<file path="src/rtl/burn_pkg.sv">
package burn_pkg;

  typedef enum logic [1:0] {
    TM_SETUP  = 2'd0,
    TM_PULSE  = 2'd1,
    TM_SETTLE = 2'd2
  } timerSel_e;

  typedef enum logic [2:0] {
    ST_IDLE   = 3'd0,
    ST_LOAD   = 3'd1,
    ST_SETUP  = 3'd2,
    ST_PULSE  = 3'd3,
    ST_SETTLE = 3'd4,
    ST_CHECK  = 3'd5,
    ST_DONE   = 3'd6
  } state_e;

  // strobes from control to datapath
  typedef struct packed {
    logic      jobStart;
    logic      loadByte;
    logic      timerLoad;
    timerSel_e timerSel;
    logic      pulseInc;
    logic      advance;
    logic      latchFail;
  } ctrlStrobe_t;

  // status from datapath to control
  typedef struct packed {
    logic timerDone;
    logic lenZero;
    logic lastByte;
    logic match;
    logic badBit;
    logic pulseLimit;
  } dpStatus_t;

endpackage

</file>
<file path="src/rtl/burn_datapath.sv">
module burn_datapath
  import burn_pkg::*;
#(
  parameter int ADDR_W     = 18,
  parameter int LEN_W      = 19,
  parameter int DATA_W     = 8,
  parameter int PULSE_CYC  = 12500,
  parameter int SETUP_CYC  = 2,
  parameter int SETTLE_CYC = 2,
  parameter int MAX_PULSES = 10
) (
  input  logic              clk,
  input  logic              rstN,
  input  ctrlStrobe_t       stb,
  input  logic [ADDR_W-1:0] startAddr,
  input  logic [LEN_W-1:0]  length,
  input  logic [DATA_W-1:0] srcByte,
  input  logic [DATA_W-1:0] memDataIn,
  output logic [ADDR_W-1:0] addrReg,
  output logic [DATA_W-1:0] dataReg,
  output dpStatus_t         status,
  output logic              errorFlag,
  output logic [ADDR_W-1:0] failAddr
);

  localparam int TMAX = (PULSE_CYC > SETUP_CYC)
                        ? ((PULSE_CYC > SETTLE_CYC) ? PULSE_CYC : SETTLE_CYC)
                        : ((SETUP_CYC > SETTLE_CYC) ? SETUP_CYC : SETTLE_CYC);
  localparam int TW   = $clog2(TMAX + 1);
  localparam int PW   = $clog2(MAX_PULSES + 1);

  logic [LEN_W-1:0] remainReg;
  logic [PW-1:0]    pulseCnt;
  logic [TW-1:0]    timer;

  always_ff @(posedge clk) begin
    if (!rstN) begin
      addrReg   <= '0;
      remainReg <= '0;
      dataReg   <= '0;
    end else begin
      if (stb.jobStart) begin
        addrReg   <= startAddr;
        remainReg <= length;
      end else if (stb.advance) begin
        addrReg   <= addrReg + 1'b1;
        remainReg <= remainReg - 1'b1;
      end
      if (stb.loadByte) dataReg <= srcByte;
    end
  end

  always_ff @(posedge clk) begin
    if (!rstN)              pulseCnt <= '0;
    else if (stb.loadByte)  pulseCnt <= '0;
    else if (stb.pulseInc)  pulseCnt <= pulseCnt + 1'b1;
  end

  always_ff @(posedge clk) begin
    if (!rstN) timer <= '0;
    else if (stb.timerLoad) begin
      case (stb.timerSel)
        TM_SETUP:  timer <= TW'(SETUP_CYC - 1);
        TM_PULSE:  timer <= TW'(PULSE_CYC - 1);
        default:   timer <= TW'(SETTLE_CYC - 1);
      endcase
    end else if (timer != '0) timer <= timer - 1'b1;
  end

  always_ff @(posedge clk) begin
    if (!rstN) begin
      errorFlag <= 1'b0;
      failAddr  <= '0;
    end else if (stb.jobStart) begin
      errorFlag <= 1'b0;
      failAddr  <= '0;
    end else if (stb.latchFail) begin
      errorFlag <= 1'b1;
      failAddr  <= addrReg;
    end
  end

  always_comb begin
    status.timerDone  = (timer == '0);
    status.lenZero    = (length == '0);
    status.lastByte   = (remainReg == LEN_W'(1));
    status.match      = (memDataIn == dataReg);
    status.badBit     = |(~memDataIn & dataReg);
    status.pulseLimit = (pulseCnt >= PW'(MAX_PULSES));
  end

  // the per-address strobe count never passes the limit
  assert_pulse_cap_R7: assert property (@(posedge clk) disable iff (!rstN)
    pulseCnt <= PW'(MAX_PULSES));

  // strobe count restarts for every new byte
  assert_count_restart_R6: assert property (@(posedge clk) disable iff (!rstN)
    stb.loadByte |=> pulseCnt == '0);

endmodule

</file>
<file path="src/rtl/burn_ctrl.sv">
module burn_ctrl
  import burn_pkg::*;
#(
  parameter int PULSE_CYC = 12500
) (
  input  logic        clk,
  input  logic        rstN,
  input  logic        start,
  input  dpStatus_t   status,
  output ctrlStrobe_t stb,
  output logic        memDataOe,
  output logic        memCeN,
  output logic        memOeN,
  output logic        memPgmN,
  output logic        highSupply,
  output logic        busy,
  output logic        done
);

  localparam int LW = $clog2(PULSE_CYC + 1);

  state_e state, nextState;

  always_ff @(posedge clk) begin
    if (!rstN) state <= ST_IDLE;
    else       state <= nextState;
  end

  always_comb begin
    nextState = state;
    stb       = '0;
    case (state)
      ST_IDLE: if (start) begin
        stb.jobStart = 1'b1;
        nextState    = status.lenZero ? ST_DONE : ST_LOAD;
      end
      ST_LOAD: begin
        stb.loadByte  = 1'b1;
        stb.timerLoad = 1'b1;
        stb.timerSel  = TM_SETUP;
        nextState     = ST_SETUP;
      end
      ST_SETUP: if (status.timerDone) begin
        stb.timerLoad = 1'b1;
        stb.timerSel  = TM_PULSE;
        stb.pulseInc  = 1'b1;
        nextState     = ST_PULSE;
      end
      ST_PULSE: if (status.timerDone) begin
        stb.timerLoad = 1'b1;
        stb.timerSel  = TM_SETTLE;
        nextState     = ST_SETTLE;
      end
      ST_SETTLE: if (status.timerDone) nextState = ST_CHECK;
      ST_CHECK: begin
        if (status.match) begin
          if (status.lastByte) nextState = ST_DONE;
          else begin
            stb.advance = 1'b1;
            nextState   = ST_LOAD;
          end
        end else if (status.badBit || status.pulseLimit) begin
          stb.latchFail = 1'b1;
          nextState     = ST_DONE;
        end else begin
          stb.timerLoad = 1'b1;
          stb.timerSel  = TM_SETUP;
          nextState     = ST_SETUP;
        end
      end
      ST_DONE: nextState = ST_IDLE;
      default: nextState = ST_IDLE;
    endcase
  end

  always_comb begin
    busy       = (state != ST_IDLE) && (state != ST_DONE);
    done       = (state == ST_DONE);
    highSupply = busy;
    memCeN     = !busy;
    memOeN     = !((state == ST_SETTLE) || (state == ST_CHECK));
    memPgmN    = (state != ST_PULSE);
    memDataOe  = (state == ST_SETUP) || (state == ST_PULSE);
  end

  // checker-side run length of the strobe
  logic [LW-1:0] lowRun;
  always_ff @(posedge clk) begin
    if (!rstN)        lowRun <= '0;
    else if (!memPgmN) lowRun <= lowRun + 1'b1;
    else              lowRun <= '0;
  end

  assert_pulse_mode_R3: assert property (@(posedge clk) disable iff (!rstN)
    !memPgmN |-> (memOeN && !memCeN && highSupply && memDataOe));

  assert_pulse_width_R3: assert property (@(posedge clk) disable iff (!rstN)
    (memPgmN && lowRun != '0) |-> lowRun == LW'(PULSE_CYC));

  assert_pulse_bound_R3: assert property (@(posedge clk) disable iff (!rstN)
    lowRun <= LW'(PULSE_CYC));

  assert_verify_mode_R5: assert property (@(posedge clk) disable iff (!rstN)
    !memOeN |-> (memPgmN && !memDataOe && !memCeN));

  assert_idle_quiet_R10: assert property (@(posedge clk) disable iff (!rstN)
    !busy |-> (!highSupply && memCeN && memOeN && memPgmN && !memDataOe));

  assert_done_single_R10: assert property (@(posedge clk) disable iff (!rstN)
    done |=> !done);

endmodule

</file>
<file path="src/rtl/burn_sequencer.sv">
module burn_sequencer
  import burn_pkg::*;
#(
  parameter int ADDR_W     = 18,
  parameter int LEN_W      = 19,
  parameter int DATA_W     = 8,
  parameter int PULSE_CYC  = 12500,
  parameter int SETUP_CYC  = 2,
  parameter int SETTLE_CYC = 2,
  parameter int MAX_PULSES = 10
) (
  input  logic              clk,
  input  logic              rstN,
  input  logic              start,
  input  logic [ADDR_W-1:0] startAddr,
  input  logic [LEN_W-1:0]  length,
  output logic [ADDR_W-1:0] srcAddr,
  input  logic [DATA_W-1:0] srcByte,
  output logic [ADDR_W-1:0] memAddr,
  output logic [DATA_W-1:0] memDataOut,
  output logic              memDataOe,
  input  logic [DATA_W-1:0] memDataIn,
  output logic              memCeN,
  output logic              memOeN,
  output logic              memPgmN,
  output logic              highSupply,
  output logic              busy,
  output logic              done,
  output logic              error,
  output logic [ADDR_W-1:0] failAddr
);

  ctrlStrobe_t       stb;
  dpStatus_t         status;
  logic [ADDR_W-1:0] addrReg;
  logic [DATA_W-1:0] dataReg;

  burn_ctrl #(.PULSE_CYC(PULSE_CYC)) ctrl (
    .clk(clk), .rstN(rstN), .start(start), .status(status), .stb(stb),
    .memDataOe(memDataOe), .memCeN(memCeN), .memOeN(memOeN),
    .memPgmN(memPgmN), .highSupply(highSupply), .busy(busy), .done(done)
  );

  burn_datapath #(
    .ADDR_W(ADDR_W), .LEN_W(LEN_W), .DATA_W(DATA_W), .PULSE_CYC(PULSE_CYC),
    .SETUP_CYC(SETUP_CYC), .SETTLE_CYC(SETTLE_CYC), .MAX_PULSES(MAX_PULSES)
  ) dp (
    .clk(clk), .rstN(rstN), .stb(stb), .startAddr(startAddr), .length(length),
    .srcByte(srcByte), .memDataIn(memDataIn), .addrReg(addrReg),
    .dataReg(dataReg), .status(status), .errorFlag(error), .failAddr(failAddr)
  );

  assign srcAddr    = addrReg;
  assign memAddr    = addrReg;
  assign memDataOut = dataReg;

  // bus already driven and steady at the strobe's falling edge
  assert_setup_stable_R4: assert property (@(posedge clk) disable iff (!rstN)
    $fell(memPgmN) |-> ($past(memDataOe) && $stable(memAddr) && $stable(memDataOut)));

  // nothing moves while the strobe is low
  assert_hold_stable_R4: assert property (@(posedge clk) disable iff (!rstN)
    (!memPgmN && $past(!memPgmN)) |-> ($stable(memAddr) && $stable(memDataOut)));

  // an error only appears together with the end-of-job pulse
  assert_error_with_done_R7: assert property (@(posedge clk) disable iff (!rstN)
    $rose(error) |-> done);

endmodule

</file>
<file path="config.mk">
export PLATFORM = sky130hd
export DESIGN_NAME = burn_sequencer
export DESIGN_NICKNAME = d
export VERILOG_FILES = /design/src/rtl/burn_pkg.sv /design/src/rtl/burn_datapath.sv /design/src/rtl/burn_ctrl.sv /design/src/rtl/burn_sequencer.sv
export SDC_FILE = /design/constraint.sdc
export NUM_CORES = 1
export LEC_CHECK = 0
export BUFFER_PORTS_ARGS = -buffer_cell sky130_fd_sc_hd__buf_2
export CAP_MARGIN = 20
export CORE_ASPECT_RATIO = 0.8
export CORE_MARGIN = 1.5
export CORE_UTILIZATION = 42
export DETAILED_ROUTE_END_ITERATION = 7
export GPL_TIMING_DRIVEN = 1
export PLACE_DENSITY = 0.66
export SLEW_MARGIN = 20
export SYNTH_ARGS = -nofsm -noshare
export SYNTH_HDL_FRONTEND = slang
export SYNTH_SLANG_ARGS = --single-unit
</file>
<file path="constraint.sdc">
create_clock -name clk -period 3.9 [get_ports clk]
set_input_delay 0.585 -clock clk [delete_from_list [all_inputs] [get_ports clk]]
set_output_delay 0.585 -clock clk [all_outputs]
set_load 0.03 [all_outputs]
</file>
Yosys cells after proc, flatten, opt, wreduce, memory -nomap -nowiden

Index checks and enable logic that the tools add are counted.

Register bits after elaboration: 85
Latch bits: 0
RAM bits: 0
ROM bits: 0
Input bits: 56
Output and inout port bits: 70
Word-level logic and storage cells: 78
Memories kept: 0

Add/subtract/negate cells: 4
Multipliers: 0
Div/mod/pow operators: 0
Magnitude comparators: 1
Equal/unequal tests: 15
Shifts and indexed selects: 0
Muxes and demuxes: 30
Bitwise operators: 3
Reduce and logical (&&, ||, !) cells: 17

Operators by type and width:

| operator              | number |
|---|---|
| $mux 14               | 3 |
| $mux 19               | 2 |
| $mux 18               | 2 |
| $mux 3                | 11 |
| $eq 19x1->1 const B   | 1 |
| $logic_not 19->1      | 1 |
| $sub 19x1->19 const B | 1 |
| $add 18x1->18 const B | 1 |
| $pmux 3 s6            | 1 |
| $logic_not 14->1      | 1 |
| $reduce_bool 14->1    | 1 |
| $sub 14x1->14 const B | 1 |
| $pmux 3 s4            | 1 |
| $eq 3x3->1 const B    | 3 |
| $and 8x8->8           | 1 |
| $eq 8x8->1            | 1 |
| $mux 1                | 8 |
| $not 8->8             | 1 |
| $reduce_or 8->1       | 1 |
| $eq 3x2->1 const B    | 2 |
| $ne 2x1->1 const B    | 3 |
| $add 4x1->4 const B   | 1 |
| $ge 4x4->1 const B    | 1 |
| $mux 4                | 1 |
| 15 further kinds      | 20 |

Depth between registers and ports, before layout

Depth after elaboration: 10
Gate-level depth with buffers: 10
Gate-level depth less buffers: 8

Hierarchy

Synthesis repeated with hierarchy kept, for this count alone.

Cell total of the unflattened synthesis: 537
Area, all modules: 4566.9 um^2

By module, submodules not included:

| module         | times used | cells each | area an instance (um^2) | seq. area each (um^2) |
|---|---|---|---|---|
| burn_datapath  | 1          | 464        | 4070.2                  | 1641.6 |
| burn_ctrl      | 1          | 55         | 361.6                   | 60.1 |
| burn_sequencer | 1          | 18         | 135.1                   | 0.0 |

Worst setup path after synthesis

OpenSTA, ideal clock, no wires.

Path kind: reg2out
From: register ctrl.state[2]
To: output port highSupply
Arrival: 2.301 ns
Required time: 3.315 ns
Slack: 1.014 ns
Stages on the path, launching flop included: 7
Path buffers: 3
Path through: dfxtp_1 > clkbuf_1 > nor2b_1 > clkbuf_1 > nor3_1 > inv_1 > buf_4

Cells in the longest elaborated chain, start to end: 2
Elaborated cells on any way between the ends: 3
Those cells by class: eq/ne: 1; reduce/logical: 2

Ends and longest elaborated chain:

| what                                            | line                 | text |
|---|---|---|
| start: declaration                              | burn_ctrl.sv:22      | `state_e state, nextState;` |
| start signal: assignment                        | burn_ctrl.sv:26      | `else state <= nextState;` |
| $ne 3x3->1 or $reduce_bool 3->1 (tied branches) | burn_ctrl.sv:77      | `busy = (state != ST_IDLE) && (state != ST_DONE);` |
| $logic_and 1x1->1 *                             | burn_ctrl.sv:77      |  |
| end: declaration                                | burn_sequencer.sv:26 | `output logic highSupply,` |

Mark *: on every way between the ends. The rest lies on a longest branch, timed or not.

Worst setup path after layout

From: register dp.remainReg[1]
To: register dp.remainReg[8]

Cells in the longest elaborated chain, start to end: 5
Elaborated cells on any way between the ends: 8
Those cells by class: add/sub: 1; eq/ne: 1; mux: 5; reduce/logical: 1

Ends and longest elaborated chain:

| what                                                                  | line                | text |
|---|---|---|
| start: declaration                                                    | burn_datapath.sv:32 | `logic [LEN_W-1:0] remainReg;` |
| start signal: assignment                                              | burn_datapath.sv:44 | `remainReg <= length;` |
| start signal: assignment                                              | burn_datapath.sv:47 | `remainReg <= remainReg - 1'b1;` |
| parallel branches: the longest is 5 deep, another holds $sub 19x1->19 | -                   |  |

Parallel ways; which one is timed is not known. The select of a mux whose other input is x is not followed.
A chain may end at the register's enable or synchronous reset.

==> results.cfg <==
[clock_network]
path_clk_slew_ns = 0.06
cts.sinks = 85
cts.htree.levels = 3
ctsRootBufferMaster = clkbuf_16
cts.path.max_buffers = 2
numCtsBuffers = 9
clk_latency_ns = 0.34
cts_tree = built
post_cts_buffers = 0
ctsResizeCount = 0
cts_hold_buf = 0

[logic_synthesis]
synthAdderAreaFrac_pct = 3.80
avgSynthCellArea_um2 = 7.96
ys_seq_elements = 85
synthXorXnorAreaFrac_pct = 3.99
async_flop_share_pct = 0
synthFlopType = dfxtp_1
yosysUniqueCellTypes = 58
syn_inst = 579
yosys.area.top_type = dfxtp_1
synth.most_common_cell = dfxtp_1
synth_mux_area_share_pct = 4.40
synth_top_area_share_pct = 36.9
synth.top_cells.by_count = dfxtp_1 (85), nor2_1 (73), nand2_1 (59)
yosysWarnings = 0
synth_area_leaders = dfxtp_1 (37%), nor2_1 (5.9%), a21oi_1 (5.4%)
yosysSeqAreaShare_pct = 36.9
synth-edff-count = 0
synth_compound_area_share_pct = 18.7
synthSimpleGateAreaFrac_pct = 24.5
synth_area_um2 = 4610
synth_top_family_by_area = simple AND/OR/NAND/NOR gates
syn_nets = 649

[global_routing]
first_global_vias = 4024
grt_antenna_before_repair = 0
grt_max_degree = 37
grt.total_usage_pct = 21.7
grt_overflow = 0
grt_pass1_wl_um = 20500

[floorplan]
die_h_um = 96.7
core_um2 = 10400
start_util_pct = 44.1
row_count = 33
ios = 126
die_x_um = 120
die-area_um2 = 11600

[detailed_routing]
via_per_inst = 5.55
detail-route-antenna-nets = 0
drc = 0
wl_per_cell_um = 15.4
finalWirelength_um = 12600
via_count = 4541
drt_iter0_drc = 268
drt-pass1-iter-count = 5

[sta]
finalSetupViolations = 0
rsz0062_at_grt = no
tightest_slew_ns = 0.959
tns_ns = 0
maxSlewViolCount = 0
relSlewSlack_pct = 36.1
min_period_ns = 3.25
finalHoldViolCount = 0
finClkSkew_ns = 0.00981
fmax_mhz = 308
post-route-period-util_pct = 83.3

[critical_path]
critPathRequiredTime_ns = 4.18
r2r_cells = 8
worstReg2RegStart = dp.remainReg[1]
endpoint_kind = flip-flop
critPathMaxFanout = 29
crit_type = reg2reg
crit_path_start_kind = flip-flop
critPathSlowestCell = a211o_1
r2r_setup_slack_ns = 0.65
cp-startpoint = dp.remainReg[1]
critPathMaxStageDelay_ns = 0.85
r2r_end = dp.remainReg[8]
worstPathCellList = inv_1, ha_1, or4b_2, nor4_2, a211o_1, nand2_1, a31o_2, a21oi_1
crit_arrival_ns = 3.52

[run]
maxCapViolCount = 0

[cells_and_area]
drive_gt1_share_pct = 24.9
post-route-util_pct = 52.7
insertedDiodeCount = 0
area_growth_pct = 19.4
seq_area_um2 = 1700
nets = 744
multi_input_area_um2 = 2570
nFillCells = 995

[status]
status = finished clean

[min_path]
hold_start = startAddr[17]
hold_end = dp.addrReg[17]
hp-class = in2reg
min_path_cells = 3

[power]
total_power_mw = 4.02
power_leakage_nw = 2.34
p_per_area_nw_per_um2 = 730
vdd_drop_max_mv = 0.242

[placement]
place_hpwl_um = 9100
gp_congestion = 0.867
io_buffers = 125
## cells in the final DEF (no fill, tap or decap), types with 3 or more instances in the layout
cell type	count
a21oi_1	50
nor2b_1	4
or2_2	9
a311oi_1	3
or4_1	3
mux2i_1	18
a221oi_1	3
nor2_1	72
a31oi_1	7
and3_1	7
clkbuf_16	9
o21a_1	7
nand2b_1	5
inv_1	21
dfxtp_1	85
xor2_1	16
or3_1	4
ha_1	14
and2_1	3
nand3_1	11
buf_2	125
o211ai_1	3
a22oi_1	5
nand2_1	59
a32oi_1	6
a211oi_1	5
nor4_1	11
xnor2_1	5
o21ai_0	30
nand4_1	9
nor3_1	16
buf_4	8
## critical path: cells and delay by family (launching register included)
family | cells | cell delay, ns
buffers and inverters | 1 | 0.12
adders and majority gates | 1 | 0.15
and+or+nand+nor | 3 | 1.32
DFF | 1 | 0.33
AOI/OAI and AO/OA | 3 | 1.26
## registers in the layout, summed over array words and instances, names as in the netlist
signal	cells
dp.dataReg	8
dp.addrReg	18
dp.pulseCnt	4
dp.timer	14
dp.failAddr	18
dp.errorFlag	1
dp.remainReg	19
ctrl.state	3
## through the flow
step	instances	setup slack, ns	cell area (um^2)	hold WS (ns)
floorplan	579	1.01	4610	0.448
global placement	803	0.771	5220	0.451
detailed placement	803	0.672	5220	0.473
CTS	818	0.658	5500	0.469
global route	818	0.387	5500	0.491
finish	818	0.652	5500	0.477
## where the power goes
part	switching, mW	total (mW)	internal, mW
Combinational	1.21	1.89	0.675
Clock	0.341	0.833	0.492
Sequential	0.242	1.30	1.06
## worst max path at each step
stage | endpoint | slack (ns) | depth (start not counted)
2_1_floorplan | highSupply | 1.01 | 6
3_3_place_gp | dp.remainReg[8] | 0.77 | 8
3_5_place_dp | dp.remainReg[8] | 0.67 | 8
4_1_cts | dp.remainReg[8] | 0.66 | 8
5_1_grt | dp.remainReg[8] | 0.39 | 8
6_report | dp.remainReg[8] | 0.65 | 8
## cell type report
type	count	area share [%]
multi-input cells	423	46.8
flip-flops and latches	85	30.9
repair buffers	133	12.5
clock buffers	11	4.23
well taps	140	3.18
inverters	22	1.50
clock inverters	4	0.910
## routing by layer
layer  vias to the layer above  share of wire (%)  GRT usage, %
met1                      2126                 47          31.2
met4                         0                1.4          6.32
met2                       169                 44          32.7
met3                        18                7.1          4.54
li1                       2228                  -             -
met5                         -                  0             0
## kinds of logic (layout without fill, tap and decap cells)
logic type	count (synthesis)	in the layout
AND/OR/NAND/NOR	230	230
buffers and inverters	71	170
multiplexers	20	20
adder cells (fa/ha/maj)	14	14
XOR/XNOR	21	21
AO/OA/AOI/OAI	138	138
flip-flops	85	85
Power figures use the tool's default switching activity.
